### src/rtl/pixsig_pkg.sv
package pixsig_pkg;

    localparam int unsigned PIX_W   = 24;
    localparam int unsigned CRC_W   = 32;
    localparam logic [CRC_W-1:0] CRC_POLY = 32'h04C1_1DB7;
    localparam logic [CRC_W-1:0] CRC_SEED = '0;

    typedef enum logic [1:0] {
        SG_IDLE  = 2'd0,
        SG_ARMED = 2'd1,
        SG_CAPT  = 2'd2,
        SG_DONE  = 2'd3
    } sig_state_e;

    typedef struct packed {
        logic             valid;
        logic [PIX_W-1:0] data;
    } pix_beat_t;

    // MSB-first CRC step over one pixel word
    function automatic logic [CRC_W-1:0] crc_advance(
        input logic [CRC_W-1:0] cur,
        input logic [PIX_W-1:0] word
    );
        logic [CRC_W-1:0] c;
        logic             fb;
        c = cur;
        for (int i = PIX_W - 1; i >= 0; i--) begin
            fb = c[CRC_W-1] ^ word[i];
            c  = {c[CRC_W-2:0], 1'b0};
            if (fb) c = c ^ CRC_POLY;
        end
        return c;
    endfunction

endpackage

### src/rtl/pixsig_edge.sv
module pixsig_edge (
    input  logic clk,
    input  logic rst,
    input  logic vsync,
    output logic fall
);
    logic vs_q;

    always_ff @(posedge clk) begin
        if (rst) vs_q <= 1'b0;
        else     vs_q <= vsync;
    end

    assign fall = vs_q & ~vsync;
endmodule

### src/rtl/pixsig_ctrl.sv
module pixsig_ctrl
    import pixsig_pkg::*;
(
    input  logic       clk,
    input  logic       rst,
    input  logic       en,
    input  logic       free_run,
    input  logic       fall,
    output sig_state_e state,
    output logic       capture,
    output logic       clear
);
    sig_state_e nxt;

    always_comb begin
        nxt = state;
        unique case (state)
            SG_IDLE:  nxt = SG_ARMED;
            SG_ARMED: if (fall) nxt = SG_CAPT;
            SG_CAPT:  if (fall && !free_run) nxt = SG_DONE;
            SG_DONE:  nxt = SG_DONE;
            default:  nxt = SG_IDLE;
        endcase
        if (!en) nxt = SG_IDLE;
    end

    always_ff @(posedge clk) begin
        if (rst) state <= SG_IDLE;
        else     state <= nxt;
    end

    assign capture = (state == SG_CAPT);
    assign clear   = ~en;
endmodule

### src/rtl/pixsig_crc.sv
module pixsig_crc
    import pixsig_pkg::*;
(
    input  logic             clk,
    input  logic             rst,
    input  logic             clear,
    input  logic             capture,
    input  pix_beat_t        beat,
    output logic [CRC_W-1:0] sig
);
    always_ff @(posedge clk) begin
        if (rst || clear)
            sig <= CRC_SEED;
        else if (capture && beat.valid)
            sig <= crc_advance(sig, beat.data);
    end
endmodule

### src/rtl/pixsig_top.sv
module pixsig_top
    import pixsig_pkg::*;
(
    input  logic             clk,
    input  logic             rst,
    input  logic [PIX_W-1:0] pix_data,
    input  logic             pix_valid,
    input  logic             vsync,
    input  logic             sig_en,
    input  logic             free_run,
    output logic [CRC_W-1:0] signature,
    output logic             done
);
    logic       fall;
    logic       capture;
    logic       clear;
    sig_state_e state;
    pix_beat_t  beat;

    assign beat.valid = pix_valid;
    assign beat.data  = pix_data;

    pixsig_edge u_edge (
        .clk   (clk),
        .rst   (rst),
        .vsync (vsync),
        .fall  (fall)
    );

    pixsig_ctrl u_ctrl (
        .clk      (clk),
        .rst      (rst),
        .en       (sig_en),
        .free_run (free_run),
        .fall     (fall),
        .state    (state),
        .capture  (capture),
        .clear    (clear)
    );

    pixsig_crc u_crc (
        .clk     (clk),
        .rst     (rst),
        .clear   (clear),
        .capture (capture),
        .beat    (beat),
        .sig     (signature)
    );

    assign done = (state == SG_DONE);
endmodule

### config.mk
export PLATFORM = sky130hd
export DESIGN_NAME = pixsig_top
export DESIGN_NICKNAME = d
export VERILOG_FILES = /design/src/rtl/pixsig_pkg.sv /design/src/rtl/pixsig_edge.sv /design/src/rtl/pixsig_ctrl.sv /design/src/rtl/pixsig_crc.sv /design/src/rtl/pixsig_top.sv
export SDC_FILE = /design/constraint.sdc
export NUM_CORES = 1
export LEC_CHECK = 0
export ABC_AREA = 1
export ABC_CLOCK_PERIOD_IN_PS = 2100
export BUFFER_PORTS_ARGS = -buffer_cell sky130_fd_sc_hd__buf_2
export CAP_MARGIN = 15
export CORE_MARGIN = 4
export CORE_UTILIZATION = 30
export CTS_CLUSTER_SIZE = 14
export DETAILED_ROUTE_END_ITERATION = 6
export SKIP_LAST_GASP = 1
export SYNTH_ARGS = -nofsm -noshare
export SYNTH_HDL_FRONTEND = slang
export SYNTH_HIERARCHICAL = 1
export SYNTH_SLANG_ARGS = --single-unit
### constraint.sdc
create_clock -name clk -period 2.1 [get_ports clk]
set_input_delay 0.21 -clock clk [delete_from_list [all_inputs] [get_ports clk]]
set_output_delay 0.21 -clock clk [all_outputs]
set_load 0.01 [all_outputs]
==> impl_results.md, run 1 <==
- Dpl cell area: ~6700 um^2
- Chip Height: 137 um
- Sequential element share of the synthesized area: between 10% and 20%
- Vias in the first global route: between 5000 and 6000
- DRC Markers: 0
- Max-cap violations: 0
- Switching share of total power: 49.5%
- Worst EP arrival: between 2 and 3 ns
- Clock power frac: ~14%
- Final hold vios: 0
- Setup Crit Path Kind: register to register
- DR vias: 6329
- IO buf count: 62
- Worst setup SP type: register
- P&R area growth vs syn: 76.5%
- Yosys top cell area share: between 20% and 30%
- Period Utilization, post-route: 122%
- Layout net count: approximately 1100
- Vias per inst: roughly 4.9
- Reg2reg start: u_crc/sig[31]$_SDFFE_PP0P_
- Drt pass-1 iters: 5
- Place WS: -0.495 ns
- Maximum vdd drop: between 0.0003 and 0.0004 V
- Global-route usage over all layers: a little over a fifth
- Largest net degree at the start of global routing: 47
- Setup ws final: -0.454 ns
- Row count: 46
- CP required: 2.28 ns
- Clock latency at the later pin of the worst-skew pair: around 0.29 ns
- CTS Buf Count: 5
- Gr ovfl total: 0
- Min-Delay Path Class: input pin to register
- Post-route minimum period: 2.55 ns
- Hold path start: rst
- Cells after synthesis: about 840
- Status: finished, violations left
- Root Driver: clkbuf_16
- Clock buffer depth: 2
- CORE AREA: 16100 um^2
- Yosys reg bits: 35
- RSZ-0062 raised after global routing: yes
- Reg power frac: around a tenth
- Mapped Area: roughly 5000 um^2
- Crit end category: register
- Measured slew at the worst slew-check pin: around 0.38 ns
- Hold EP: u_edge/vs_q$_SDFF_PP0_
- Capturing point of the worst reg2reg path: u_crc/sig[25]$_SDFFE_PP0P_
- Violated checks: negative setup slack
- Max_slew headroom: 74.6%
- P_int: approximately 3.2 mW
- First-pass GRT wire length: 30.8 mm
- Fmax: 392 MHz
- Final wirelength: between 20 and 25 mm
- Routability cong.: between 0.9 and 1
- Final setup violation count: 32
- Reg2reg path depth: 13
- Crit path max fanout: 7
- Clock-pin slew on the worst setup and hold paths: around 0.060 ns
- Mapped Nets: 874
- Die Area: approximately 19000 um^2
- Hold depth: 2
- Max-slew violation count: 0
- YS warnings: 6
- Yosys cell types: 33
- Die W: 137 um
- Share of post-route cells with drive strength above 1: between 50% and 60%
- Pwr/cell area: around 720 nW/um^2
- Initial antenna violation count: 0
- FF-to-FF setup slack: -0.45 ns
- Post-route clock skew: roughly 0.0090 ns
- Finished Cell Area: approximately 8800 um^2
- ANT nets after route: 0
- H-tree depth: 2
- Clock Sinks: 35
- 1st-iter DRT viols: 567
- Synthesized area per cell: slightly below 6 um^2
- CTS tree: yes
- Leakage power: 4.70 nW
- Post-synth top area cell: nand2_1
- I/O pins: between 60 and 70
- Routed WL per cell: roughly 17 um
- Net load switching power: about 3.2 mW
- Largest cells by area after synthesis: nand2_1, dfxtp_1, xor2_1
- DPL Wire Length: 15.1 mm
- Gate power share: 75.6%
- CTS Hold Bufs: 0
- Initial core utilization: 31.0%
- FILL cells: 1412
- Ant diodes: 0
-- per-stage QoR --
step	TNS (ns)	cells	power (mW)	hold WS (ns)	utilization, %
after floorplan	-0.567	844	2.84	0.277	-
after global placement	-11.56	1237	4.10	0.424	41.4
after detailed placement	-11.56	1237	4.10	0.430	41.4
after CTS	-8.66	1269	5.56	0.129	48.4
after global routing	-15.58	1291	6.70	0.145	54.7
final	-11.36	1291	6.38	0.138	54.7
-- sequential cells by signal (all words and copies together), names as in the netlist --
signal and flops:
u_edge/vs_q 1, u_crc/sig 32, u_ctrl/state 2
-- synth_stat cells --
| master | instances |
|---|---|
| a21oi_1 | 14 |
| a21oi_2 | 1 |
| buf_2 | 2 |
| buf_6 | 1 |
| clkbuf_1 | 6 |
| clkinv_1 | 1 |
| dfxtp_1 | 35 |
| inv_1 | 107 |
| inv_2 | 23 |
| inv_4 | 3 |
| nand2_1 | 311 |
| nand2_2 | 50 |
| nand2_4 | 26 |
| nand2_8 | 2 |
| nand3_1 | 78 |
| nand3_2 | 7 |
| nand3_4 | 1 |
| nand3b_1 | 4 |
| nor2_1 | 17 |
| nor2_2 | 5 |
| nor2_4 | 1 |
| o211ai_1 | 5 |
| o21ai_0 | 24 |
| o21ai_1 | 4 |
| o21bai_1 | 7 |
| o221ai_1 | 1 |
| or2_0 | 1 |
| or2_1 | 3 |
| or2_2 | 1 |
| xnor2_1 | 24 |
| xnor2_2 | 2 |
| xor2_1 | 71 |
| xor2_2 | 6 |
-- worst max path at each step --
| stage | startpoint | end | slack, ns | depth (start not counted) |
|---|---|---|---|---|
| 3_3_place_gp | u_crc/sig[23]$_SDFFE_PP0P_ | u_crc/sig[7]$_SDFFE_PP0P_ | -0.50 | 18 |
| 6_report | u_crc/sig[31]$_SDFFE_PP0P_ | u_crc/sig[25]$_SDFFE_PP0P_ | -0.45 | 13 |
| 5_1_grt | u_crc/sig[30]$_SDFFE_PP0P_ | u_crc/sig[7]$_SDFFE_PP0P_ | -0.60 | 25 |
| 4_1_cts | u_crc/sig[30]$_SDFFE_PP0P_ | u_crc/sig[5]$_SDFFE_PP0P_ | -0.36 | 22 |
| 3_5_place_dp | pix_data[15] | u_crc/sig[5]$_SDFFE_PP0P_ | -0.50 | 22 |
| 2_1_floorplan | u_crc/sig[30]$_SDFFE_PP0P_ | u_crc/sig[8]$_SDFFE_PP0P_ | -0.06 | 23 |
-- metal layers --
| layer | vias up | track usage [%] | share of wire, % |
|---|---|---|---|
| met4 | 0 | 6.21 | 4.5 |
| met1 | 2958 | 29.7 | 41 |
| met2 | 292 | 34.1 | 47 |
| met5 | - | 0 | 0 |
| li1 | 3006 | - | - |
| met3 | 73 | 3.20 | 7.4 |
-- cells in the final DEF (no fill, tap or decap), drive strengths merged --
master  Yosys  routed
nand2     389     389
buf         3     232
inv       133     134
nand3      86      86
xor2       77      77
dfxtp      35      35
o21ai      28      28
xnor2      26      26
nor2       23      23
a21oi      15      15
o21bai      7       7
clkbuf      6       7
o211ai      5       5
or2         5       5
nand3b      4       4
clkinv      1       1
o221ai      1       1
-- kinds of logic (layout without fill, tap and decap cells) --
family	after synthesis	in the layout	synth area share [%]
and+or+nand+nor	507	507	49.2
buffers and inverters	143	374	11.1
xor gates and xnor gates	103	103	19.3
DFF	35	35	14.0
AOI/OAI and AO/OA	56	56	6.36
-- worst max-delay path, stage by stage (launching register included) --
cell and delay [ns]:
dfxtp_4 0.39, inv_4 0.06, nand2_4 0.07, nand2_8 0.08
buf_12 0.14, buf_4 0.13, xor2_2 0.16, xnor2_2 0.22
xor2_1 0.25, xor2_1 0.30, xor2_2 0.28, xnor2_4 0.12
o21bai_1 0.18, inv_1 0.07
-- power by group through the flow --
stage               clock network [mW]  registers [mW]  logic [mW]
finish                           0.892           0.661        4.82
global route                     0.930           0.661        5.11
CTS                              0.912           0.662        3.98
detailed placement                   0           0.678        3.42
global placement                     0           0.678        3.42
floorplan                            0           0.678        2.16
-- area by class of cell --
class	instances	area [um^2]	share of cell area, %
flip-flops and latches	35	731	8.29
inverters	134	536	6.08
clock inverters	1	8.76	0.0994
well taps	216	270	3.07
repair buffers	232	1760	20.0
multi-input cells	666	5340	60.6
clock buffers	7	164	1.86
-- what timing repair did --
item,in CTS,in global routing
pin swaps,68,107
endpoints found under the setup margin,32,32
cloned,0,0
resized for setup,155,171
buffers inserted,27,28
Power figures use the tool's default switching activity.
==> run 2: changes to the inputs <==
--- a/config.mk
+++ b/config.mk
@@ -8,11 +8,11 @@
 export ABC_AREA = 1
 export ABC_CLOCK_PERIOD_IN_PS = 2100
 export BUFFER_PORTS_ARGS = -buffer_cell sky130_fd_sc_hd__buf_2
-export CAP_MARGIN = 15
 export CORE_MARGIN = 4
-export CORE_UTILIZATION = 30
+export CORE_UTILIZATION = 45
 export CTS_CLUSTER_SIZE = 14
 export DETAILED_ROUTE_END_ITERATION = 6
+export PLACE_DENSITY = 0.67
 export SKIP_LAST_GASP = 1
 export SYNTH_ARGS = -nofsm -noshare
 export SYNTH_HDL_FRONTEND = slang
==> impl_results.md, run 2 (synthesis results as in run 1) <==
- ANT nets after route: 0
- Maximum vdd drop: ~0.00053 V
- 1st-iter DRT viols: between 400 and 500
- Worst EP arrival: around 2.8 ns
- H-tree depth: 2
- Hold path start: rst
- Share of post-route cells with drive strength above 1: 50.9%
- Clock Sinks: 35
- CORE AREA: about 11000 um^2
- I/O pins: 63
- Final total power: between 5 and 6 mW
- Vias in the first global route: 5702
- Setup Crit Path Kind: register to register
- DR vias: between 6000 and 7000
- CTS tree: yes
- Fin cells: 1202
- Status: finished, violations left
- RSZ-0062 raised after global routing: yes
- Initial antenna violation count: 0
- Ant diodes: 0
- Finished Cell Area: just over 8000 um^2
- Max reg flops: 32
- Wl on met1: between 8 and 9 mm
- Max-slew violation count: 0
- DPL Wire Length: about 14 mm
- Global-route usage over all layers: 28.7%
- Routed WL per cell: ~17 um
- Clock latency at the later pin of the worst-skew pair: about 0.32 ns
- Commonest non-fill, non-tap cells in the layout: nand2_1, buf_4, inv_1
- Gr ovfl total: 0
- Post-route clock skew: ~0.012 ns
- CP required: between 2 and 2.5 ns
- Pwr/cell area: between 700 and 800 nW/um^2
- IO buf count: 62
- Routability cong.: roughly 0.95
- Crit path max fanout: 6
- CP max stage delay: 0.39 ns
- Measured slew at the worst slew-check pin: between 0.4 and 0.5 ns
- Max_slew headroom: 67.2%
- Largest net degree at the start of global routing: 39
- Clock-pin slew on the worst setup and hold paths: roughly 0.09 ns
- Family with the most delay on the worst path: simple AND/OR/NAND/NOR gates
- Hold depth: 2
- Met3 wire length: ~1.4 mm
- Reg2reg start: u_crc/sig[30]$_SDFFE_PP0P_
- Min-Delay Path Class: input pin to register
- Regs by FF count: u_crc/sig (32), u_ctrl/state (2), u_edge/vs_q (1)
- Die W: between 100 and 150 um
- Fmax: 395 MHz
- Layout net count: 1091
- CTS Hold Bufs: 0
- Reg2reg path depth: 19
- Placed insts: roughly 1200
- Initial core utilization: a little under half
- Detail Route met2 WL: approximately 9.8 mm
- P&R area growth vs syn: 63.3%
- CTS Buf Count: 5
- CP bufs+invs: 7
- Clock buffer depth: 2
- Row count: 38
- Worst path slowest cell: dfxtp_4
- Violated checks: negative setup slack
- Commonest non-fill, non-tap cell in the layout: nand2_1
- Final wirelength: 20.1 mm
- Leakage power: 4.44 nW
- Crit-path cells: inv_4, nand2_4, nand2_8, nand2_8, inv_4, nor2_4, buf_4, nand2_2, nand2_2, nand2_4, buf_6, nand3_4, nand2_4, buf_4, buf_4, xor2_1, xor2_1, o211ai_1, inv_1
- Die Area: approximately 13000 um^2
- Setup ws final: -0.431 ns
- FILL cells: 800
- FF-to-FF setup slack: -0.43 ns
- Chip Height: roughly 110 um
- Worst setup SP type: register
- DR top layer: met4
- Final setup violation count: 32
- Post-route minimum period: 2.53 ns
- DRC Markers: 0
- Crit end category: register
- Hold EP: u_edge/vs_q$_SDFF_PP0_
- Period Utilization, post-route: 121%
- Capturing point of the worst reg2reg path: u_crc/sig[30]$_SDFFE_PP0P_
- Final hold vios: 0
- Root Driver: clkbuf_8
- Drt pass-1 iters: 5
- Max-cap violations: 0
- First-pass GRT wire length: approximately 29 mm
- Largest Register: u_crc/sig
- Dpl cell area: around 6700 um^2
- Vias per inst: slightly above 5
[run 2: cell types whose count changed in the layout (fill, tap and decap cells not counted), sizes merged]
cell	delta
buf	-13
[run 2: through the flow]
step / TNS, ns / hold slack, ns / setup slack, ns / utilization (%)
final: -10.94 / 0.103 / -0.431 / 75.2
after global routing: -14.44 / 0.0987 / -0.559 / 75.2
after CTS: -8.64 / 0.0886 / -0.362 / 67.8
after detailed placement: -10.33 / 0.427 / -0.399 / 61.7
after global placement: -9.90 / 0.427 / -0.405 / 61.7
after floorplan: -0.567 / 0.277 / -0.0594 / -
[run 2: metal layers]
layer  global-route usage [%]  vias up
met1                     37.8     2836
met4                     9.62        0
li1                         -     2984
met2                     48.6      265
met5                        0        -
met3                     3.42       71
[run 2: repair_timing]
action | 4_1_cts | 5_1_grt
hold endpoints to repair | 0 | 0
setup endpoints to repair | 32 | 32
resized for setup | 95 | 161
buffers inserted | 16 | 12
pin swaps | 57 | 78
[run 2: power by group]
part / leakage (nW) / internal (mW) / switching, mW
registers: 0.290 / 0.656 / 0.00259
clock network: 0.0600 / 0.344 / 0.318
logic: 4.09 / 1.87 / 2.58
[run 2: how the worst max path moves through the flow]
stage          slack (ns)                  startpoint                    endpoint  cells past startpoint
6_report            -0.43  u_crc/sig[30]$_SDFFE_PP0P_  u_crc/sig[30]$_SDFFE_PP0P_                     19
5_1_grt             -0.56  u_crc/sig[31]$_SDFFE_PP0P_  u_crc/sig[11]$_SDFFE_PP0P_                     23
3_5_place_dp        -0.40  u_crc/sig[23]$_SDFFE_PP0P_  u_crc/sig[11]$_SDFFE_PP0P_                     24
2_1_floorplan       -0.06  u_crc/sig[30]$_SDFFE_PP0P_   u_crc/sig[8]$_SDFFE_PP0P_                     23
4_1_cts             -0.36  u_crc/sig[30]$_SDFFE_PP0P_  u_crc/sig[11]$_SDFFE_PP0P_                     25
3_3_place_gp        -0.40  u_crc/sig[28]$_SDFFE_PP0P_  u_crc/sig[14]$_SDFFE_PP0P_                     22
[run 2: area by class of cell]
class	instances	area, um^2	area share (%)
timing repair buffer	219	1640	20.1
inverter	134	538	6.60
multi-input combinational	666	4950	60.7
sequential	35	734	9.01
clock buffer	7	108	1.32
clock inverter	1	8.76	0.107
tap	140	175	2.15
[run 2: worst register-to-register path: stages (launching register included)]
cell	delay, ns
dfxtp_4	0.39
inv_4	0.06
nand2_4	0.08
nand2_8	0.09
nand2_8	0.09
inv_4	0.04
nor2_4	0.17
buf_4	0.15
nand2_2	0.08
nand2_2	0.09
nand2_4	0.09
buf_6	0.13
nand3_4	0.08
nand2_4	0.08
buf_4	0.14
buf_4	0.13
xor2_1	0.14
xor2_1	0.15
o211ai_1	0.19
inv_1	0.06
